File: src/rtl/dispatch_pkg.sv
package dispatch_pkg;

    localparam int LFSR_W = 16;
    localparam logic [LFSR_W-1:0] LFSR_SEED = 16'hACE1;
    localparam int MAX_SLOTS = 32;

    typedef enum logic {
        CH_IDLE = 1'b0,
        CH_BUSY = 1'b1
    } chan_state_e;

    typedef struct packed {
        logic       found;
        logic [4:0] idx;
    } pick_t;

    // Maximal-length polynomial x^16 + x^14 + x^13 + x^11 + 1
    function automatic logic [LFSR_W-1:0] lfsr_next(input logic [LFSR_W-1:0] s);
        logic fb;
        fb = s[15] ^ s[13] ^ s[12] ^ s[10];
        return {s[14:0], fb};
    endfunction

    // First set bit of cand[0..n-1], scanning from slot 'start' upward with wrap
    function automatic pick_t rot_first(input logic [MAX_SLOTS-1:0] cand,
                                        input int n, input int start);
        pick_t r;
        int    i;
        r = '0;
        for (int k = MAX_SLOTS - 1; k >= 0; k--) begin
            if (k < n) begin
                i = (start + k) % n;
                if (cand[i]) begin
                    r.found = 1'b1;
                    r.idx   = 5'(i);
                end
            end
        end
        return r;
    endfunction

endpackage

File: src/rtl/disp_lfsr.sv
module disp_lfsr
    import dispatch_pkg::*;
(
    input  logic              clk,
    input  logic              rst,
    input  logic              en,
    output logic [LFSR_W-1:0] state
);

    always_ff @(posedge clk) begin
        if (rst)
            state <= LFSR_SEED;
        else if (en)
            state <= lfsr_next(state);
    end

    a_r10_lfsr_nonzero: assert property (@(posedge clk) disable iff (rst)
        state != '0)
        else $error("LFSR reached the all-zero state");

endmodule

File: src/rtl/disp_group_hold.sv
module disp_group_hold #(
    parameter int N    = 4,
    parameter int IW   = 16,
    parameter int PC_W = 16,
    parameter int TW   = (N > 1) ? $clog2(N) : 1,
    parameter int CW   = $clog2(N + 1)
) (
    input  logic            clk,
    input  logic            rst,
    input  logic            grp_valid,
    input  logic [N-1:0]    grp_slot_vld,
    input  logic [N*TW-1:0] grp_tgt,
    input  logic [N*IW-1:0] grp_insn,
    input  logic [N-1:0]    acc_all,
    output logic            grp_take,
    output logic [N-1:0]    pend,
    output logic [N*TW-1:0] tgt_q,
    output logic [N*IW-1:0] insn_q,
    output logic [PC_W-1:0] fetch_pc,
    output logic            pc_adv,
    output logic [CW-1:0]   pc_step
);

    logic          live;
    logic [CW-1:0] size_q;
    logic [N-1:0]  pend_nx;

    assign grp_take = !live && grp_valid;
    assign pend_nx  = pend & ~acc_all;

    always_ff @(posedge clk) begin
        if (rst) begin
            live     <= 1'b0;
            pend     <= '0;
            tgt_q    <= '0;
            insn_q   <= '0;
            size_q   <= '0;
            fetch_pc <= '0;
            pc_adv   <= 1'b0;
            pc_step  <= '0;
        end else begin
            pc_adv <= 1'b0;
            if (!live) begin
                if (grp_valid) begin
                    live   <= 1'b1;
                    pend   <= grp_slot_vld;
                    tgt_q  <= grp_tgt;
                    insn_q <= grp_insn;
                    size_q <= CW'($countones(grp_slot_vld));
                end
            end else begin
                pend <= pend_nx;
                if (pend_nx == '0) begin
                    live     <= 1'b0;
                    fetch_pc <= fetch_pc + PC_W'(size_q);
                    pc_adv   <= 1'b1;
                    pc_step  <= size_q;
                end
            end
        end
    end

    a_r6_group_frozen: assert property (@(posedge clk) disable iff (rst)
        (pend != '0) |=> ($stable(tgt_q) && $stable(insn_q)))
        else $error("held group changed while slots pending");

    a_r7_pc_only_on_done: assert property (@(posedge clk) disable iff (rst)
        !(live && pend_nx == '0) |=> $stable(fetch_pc))
        else $error("fetch address moved without completion");

    a_r7_pc_step: assert property (@(posedge clk) disable iff (rst)
        pc_adv |-> (fetch_pc == $past(fetch_pc) + PC_W'(pc_step)))
        else $error("fetch address advanced by wrong amount");

    a_r7_adv_pulse: assert property (@(posedge clk) disable iff (rst)
        pc_adv |=> !pc_adv)
        else $error("advance pulse longer than one cycle");

endmodule

File: src/rtl/disp_region_port.sv
module disp_region_port
    import dispatch_pkg::*;
#(
    parameter int N   = 4,
    parameter int IW  = 16,
    parameter int RID = 0,
    parameter int TW  = (N > 1) ? $clog2(N) : 1
) (
    input  logic            clk,
    input  logic            rst,
    input  logic [N-1:0]    pend,
    input  logic [N*TW-1:0] tgt_q,
    input  logic [N*IW-1:0] insn_q,
    input  logic [TW-1:0]   start,
    input  logic            rdy,
    input  logic            ack,
    output logic            req,
    output logic [IW-1:0]   insn_out,
    output logic [N-1:0]    acc
);

    chan_state_e    st;
    logic [TW-1:0]  slot;
    logic [N-1:0]   cand;
    pick_t          pick;

    always_comb begin
        for (int i = 0; i < N; i++)
            cand[i] = pend[i] && (tgt_q[i*TW +: TW] == TW'(RID));
        pick = rot_first(MAX_SLOTS'(cand), N, int'(start));
    end

    always_ff @(posedge clk) begin
        if (rst) begin
            st   <= CH_IDLE;
            slot <= '0;
        end else begin
            case (st)
                CH_IDLE: if (rdy && pick.found) begin
                    st   <= CH_BUSY;
                    slot <= TW'(pick.idx);
                end
                CH_BUSY: if (ack) st <= CH_IDLE;
                default: st <= CH_IDLE;
            endcase
        end
    end

    assign req      = (st == CH_BUSY);
    assign insn_out = insn_q[slot*IW +: IW];

    always_comb begin
        acc = '0;
        if (st == CH_BUSY && ack)
            acc[slot] = 1'b1;
    end

    a_r3_ready_first: assert property (@(posedge clk) disable iff (rst)
        (!req && !rdy) |=> !req)
        else $error("request raised without ready");

    a_r4_hold: assert property (@(posedge clk) disable iff (rst)
        (req && !ack) |=> (req && $stable(insn_out)))
        else $error("request or payload changed before acknowledge");

    a_r5_drop: assert property (@(posedge clk) disable iff (rst)
        (req && ack) |=> !req)
        else $error("request did not drop after acknowledge");

    a_r2_issued_pending: assert property (@(posedge clk) disable iff (rst)
        req |-> (pend[slot] && tgt_q[slot*TW +: TW] == TW'(RID)))
        else $error("issued slot not pending for this region");

endmodule

File: src/rtl/dispatch_arbiter.sv
module dispatch_arbiter
    import dispatch_pkg::*;
#(
    parameter int N    = 4,
    parameter int IW   = 16,
    parameter int PC_W = 16,
    parameter int TW   = (N > 1) ? $clog2(N) : 1,
    parameter int CW   = $clog2(N + 1)
) (
    input  logic            clk,
    input  logic            rst,
    input  logic            rand_en,
    input  logic            grp_valid,
    input  logic [N-1:0]    grp_slot_vld,
    input  logic [N*TW-1:0] grp_tgt,
    input  logic [N*IW-1:0] grp_insn,
    output logic            grp_take,
    output logic [PC_W-1:0] fetch_pc,
    output logic            pc_adv,
    output logic [CW-1:0]   pc_step,
    input  logic [N-1:0]    reg_rdy,
    input  logic [N-1:0]    reg_ack,
    output logic [N-1:0]    reg_req,
    output logic [N*IW-1:0] reg_insn
);

    logic [N-1:0]          pend;
    logic [N*TW-1:0]       tgt_q;
    logic [N*IW-1:0]       insn_q;
    logic [N-1:0]          acc_all;
    logic [N-1:0][N-1:0]   acc_r;
    logic [N-1:0][TW-1:0]  start_v;
    logic [LFSR_W-1:0]     lfsr;

    disp_lfsr u_lfsr (
        .clk   (clk),
        .rst   (rst),
        .en    (rand_en),
        .state (lfsr)
    );

    disp_group_hold #(.N(N), .IW(IW), .PC_W(PC_W), .TW(TW), .CW(CW)) u_hold (
        .clk          (clk),
        .rst          (rst),
        .grp_valid    (grp_valid),
        .grp_slot_vld (grp_slot_vld),
        .grp_tgt      (grp_tgt),
        .grp_insn     (grp_insn),
        .acc_all      (acc_all),
        .grp_take     (grp_take),
        .pend         (pend),
        .tgt_q        (tgt_q),
        .insn_q       (insn_q),
        .fetch_pc     (fetch_pc),
        .pc_adv       (pc_adv),
        .pc_step      (pc_step)
    );

    always_comb begin
        acc_all = '0;
        for (int r = 0; r < N; r++) begin
            acc_all   = acc_all | acc_r[r];
            start_v[r] = rand_en ? TW'((32'(lfsr) + 32'(r)) % 32'(N)) : '0;
        end
    end

    for (genvar r = 0; r < N; r++) begin : g_port
        disp_region_port #(.N(N), .IW(IW), .RID(r), .TW(TW)) u_port (
            .clk      (clk),
            .rst      (rst),
            .pend     (pend),
            .tgt_q    (tgt_q),
            .insn_q   (insn_q),
            .start    (start_v[r]),
            .rdy      (reg_rdy[r]),
            .ack      (reg_ack[r]),
            .req      (reg_req[r]),
            .insn_out (reg_insn[r*IW +: IW]),
            .acc      (acc_r[r])
        );
    end

    a_r2_one_owner: assert property (@(posedge clk) disable iff (rst)
        $countones(acc_all) == $countones(reg_req & reg_ack))
        else $error("two channels acknowledged the same slot");

    a_r1_take_idle: assert property (@(posedge clk) disable iff (rst)
        (grp_take && pend != '0) |-> 1'b0)
        else $error("group taken while slots pending");

endmodule

File: config.mk
export PLATFORM = sky130hd
export DESIGN_NAME = dispatch_arbiter
export DESIGN_NICKNAME = d
export VERILOG_FILES = /design/src/rtl/dispatch_pkg.sv /design/src/rtl/disp_lfsr.sv /design/src/rtl/disp_group_hold.sv /design/src/rtl/disp_region_port.sv /design/src/rtl/dispatch_arbiter.sv
export SDC_FILE = /design/constraint.sdc
export NUM_CORES = 1
export LEC_CHECK = 0
export BUFFER_PORTS_ARGS = -buffer_cell sky130_fd_sc_hd__buf_2
export CORE_MARGIN = 2
export CORE_UTILIZATION = 32
export DETAILED_ROUTE_END_ITERATION = 16
export GPL_ROUTABILITY_DRIVEN = 1
export HOLD_SLACK_MARGIN = 0.15
export PLACE_DENSITY_LB_ADDON = 0.05
export SETUP_SLACK_MARGIN = 0.15
export SYNTH_ARGS = -nofsm -noshare
export SYNTH_HDL_FRONTEND = slang
export SYNTH_HIERARCHICAL = 1
export SYNTH_SLANG_ARGS = --single-unit
File: constraint.sdc
create_clock -name clk -period 2.4 [get_ports clk]
set_clock_uncertainty 0.05 [all_clocks]
set_input_delay 0.48 -clock clk [delete_from_list [all_inputs] [get_ports clk]]
set_output_delay 0.48 -clock clk [all_outputs]
set_load 0.01 [all_outputs]
==> impl_metrics.toml <==
[run]
drv_cap = 0

[worst_hold_path]
hold_class = "in2reg"

[finish]
design_area_um2 = 9780
finalNetCount = 1051
layout_commonest_cell = "nand2_1"
n_antenna_cell = 0
area_delta_synth_final_pct = 35.2
final_cell_mix = "nand2_1, buf_2, dfxtp_1"
drive_above_1_share_pct = 37.2
utilization_pct = 43.6

[global_route]
grt_first_pass_wirelength_mm = 36.2
grt.total_usage_pct = 19.7
antenna_found_initial = 0
grt_pass1_vias = 6445
grt_max_degree = 76
gr-total-overflow = 0

[clocking]
root_buffer = "clkbuf_16"
clock_latency_ns = 0.42
numCtsBuffers = 17
cts.htree.levels = 4
cts_tree = "done"
clk_pin_slew_worst_paths_ns = 0.06
postCtsHoldBufs = 0
clock-sinks = 128
clock_path_buffers = 2

[setup_path]
cp_max_fo = 8
setup.worst_path.class = "reg2out"
required_ns = 1.87
critical_path_arrival_ns = 1.76
endpoint_kind = "primary output"
cp-start-kind = "register"

[placed_design]
portBuffers = 176
place_ws_ns = -0.0866
dp_hpwl_mm = 15.8
dpl-instance-area_um2 = 8470
gp_congestion = 0.819

[routing]
drc_errors = 0
ant_nets = 0
drt_iter0_markers = 377
dr.pass1.iters = 5
vias_per_cell = 5.23
routedWlPerCell_um = 19.1
num_vias = 6554
wl_mm = 23.9

[yosys]
synthXorXnorAreaFrac_pct = 2.02
synth_top_family_by_area = "multiplexers"
synth-simple-area-share_pct = 21.3
synth_mux_area_share_pct = 22.0
synth_top_cell_area_share_pct = 35.4
synth_compound_area_share_pct = 12.4
ys_seq_area_share_pct = 35.4
synth_area_leaders = "dfxtp_1, mux4_2, nand2_1, a21oi_1, nor2_1"
async_flop_share_pct = 0
synth_seq_cells = 128
syn_area_um2 = 7240
syn_area_per_cell_um2 = 9.35
synthAdderAreaFrac_pct = 2.04
synth_cell_type_count = 52
synth_top_area_cell = "dfxtp_1"
ys_warn_count = 6
synth-edff-count = 0
synth_ff_type = "dfxtp_1"
postSynthCellCount = 774
synth_nets = 869

[floorplan]
rows = 55
pin_count = 177
die_w_um = 154
dieArea_um2 = 23800
core-area_um2 = 22400
die_height_um = 154
start_util_pct = 32.3

[status]
status = "finished, final reports clean"

[power]
ir_drop_mv = 0.407
power.density_nw_per_um2 = 641
p_total_uw = 6280
leakage_uw = 0.00414

[sta]
finalCriticalPeriod_ns = 2.29
setup_slack_ns = 0.107
slew_viol_final = 0
finalHoldViolCount = 0
post-route-period-util_pct = 95.5
rsz0062_at_grt = "true"
slew-limit-headroom_pct = 43.2
max_clock_freq_ghz = 0.436
worst_slew_pin_slew_ns = 0.853
fin_tns_setup_ns = 0
setup_viol = 0
worst paths after layout:
kind | from | end | slack [ns] | cells past startpoint
min | grp_tgt[1] | u_hold/tgt_q[1] | 0.24 | 3
min reg2reg | u_hold/pc_step[1] | u_hold/pc_step[1] | 0.41 | 2
max reg2reg | g_port[0].u_port/slot[0] | u_hold/fetch_pc[15] | 0.17 | 8
max | g_port[0].u_port/slot[0] | reg_insn[5] | 0.11 | 3
cell families (layout without fill, tap and decap cells):
logic type / after synthesis / after routing
multiplexers: 79 / 79
AO/OA/AOI/OAI: 149 / 149
flip-flops: 128 / 128
AND/OR/NAND/NOR: 317 / 317
buffers and inverters: 75 / 270
XOR/XNOR: 15 / 15
adder cells (fa/ha/maj): 11 / 11
area by class of cell:
type                    count  area, µm²
fillers                  2203      12600
inverters                  25       93.8
well taps                 285        357
repair buffers            213       1690
multi-input cells         571       4420
clock buffers              23        478
flip-flops and latches    128       2590
clock inverters             9        155
synth_stat cells, drive strengths merged (8+ instances only):
cell / instances
a21oi: 97
buf: 21
clkbuf: 29
dfxtp: 128
inv: 25
mux2i: 15
mux4: 64
nand2: 178
nand2b: 9
nand3: 14
nand3b: 8
nand4: 13
nor2: 45
nor2b: 11
nor3: 13
o21ai: 16
o22ai: 8
xor2: 9
report_power, final:
group | leakage (µW) | switching [µW] | internal (µW) | total, µW
Sequential | 0.00106 | 151 | 2240 | 2390
Clock | 0.000307 | 997 | 1820 | 2820
Combinational | 0.00277 | 518 | 546 | 1060
Total | 0.00414 | 1670 | 4610 | 6280
layer usage:
layer	track usage, %	wire length [µm]
met1	25.7	10700
met2	32.3	11500
met3	4.43	1300
met4	6.79	481
met5	0	0
through the flow:
stage	hold WS, ns	std cells
detailed placement	0.402	1211
CTS	0.220	1250
global placement	0.394	1211
finish	0.241	1254
floorplan	0.391	774
global route	0.225	1254
registers in the layout, indices dropped and copies added, names as in the netlist:
register,count
g_port.u_port/req,4
g_port.u_port/slot,8
u_hold/fetch_pc,16
u_hold/insn_q,64
u_hold/live,1
u_hold/pc_adv,1
u_hold/pc_step,3
u_hold/pend,4
u_hold/size_q,3
u_hold/tgt_q,8
u_lfsr/state,16
critical path, stage by stage (launching register included):
cell	delay, ns
dfxtp_4	0.46
buf_12	0.18
mux4_2	0.52
buf_2	0.16
what timing repair did:
| item | in CTS | in global routing |
|---|---|---|
| setup buffers | 3 | 2 |
| cloned | 4 | 2 |
| pin swaps | 1 | 5 |
| setup endpoints to repair | 73 | 78 |
| gates resized for setup | 41 | 77 |
(Power assumes the default switching activity.)
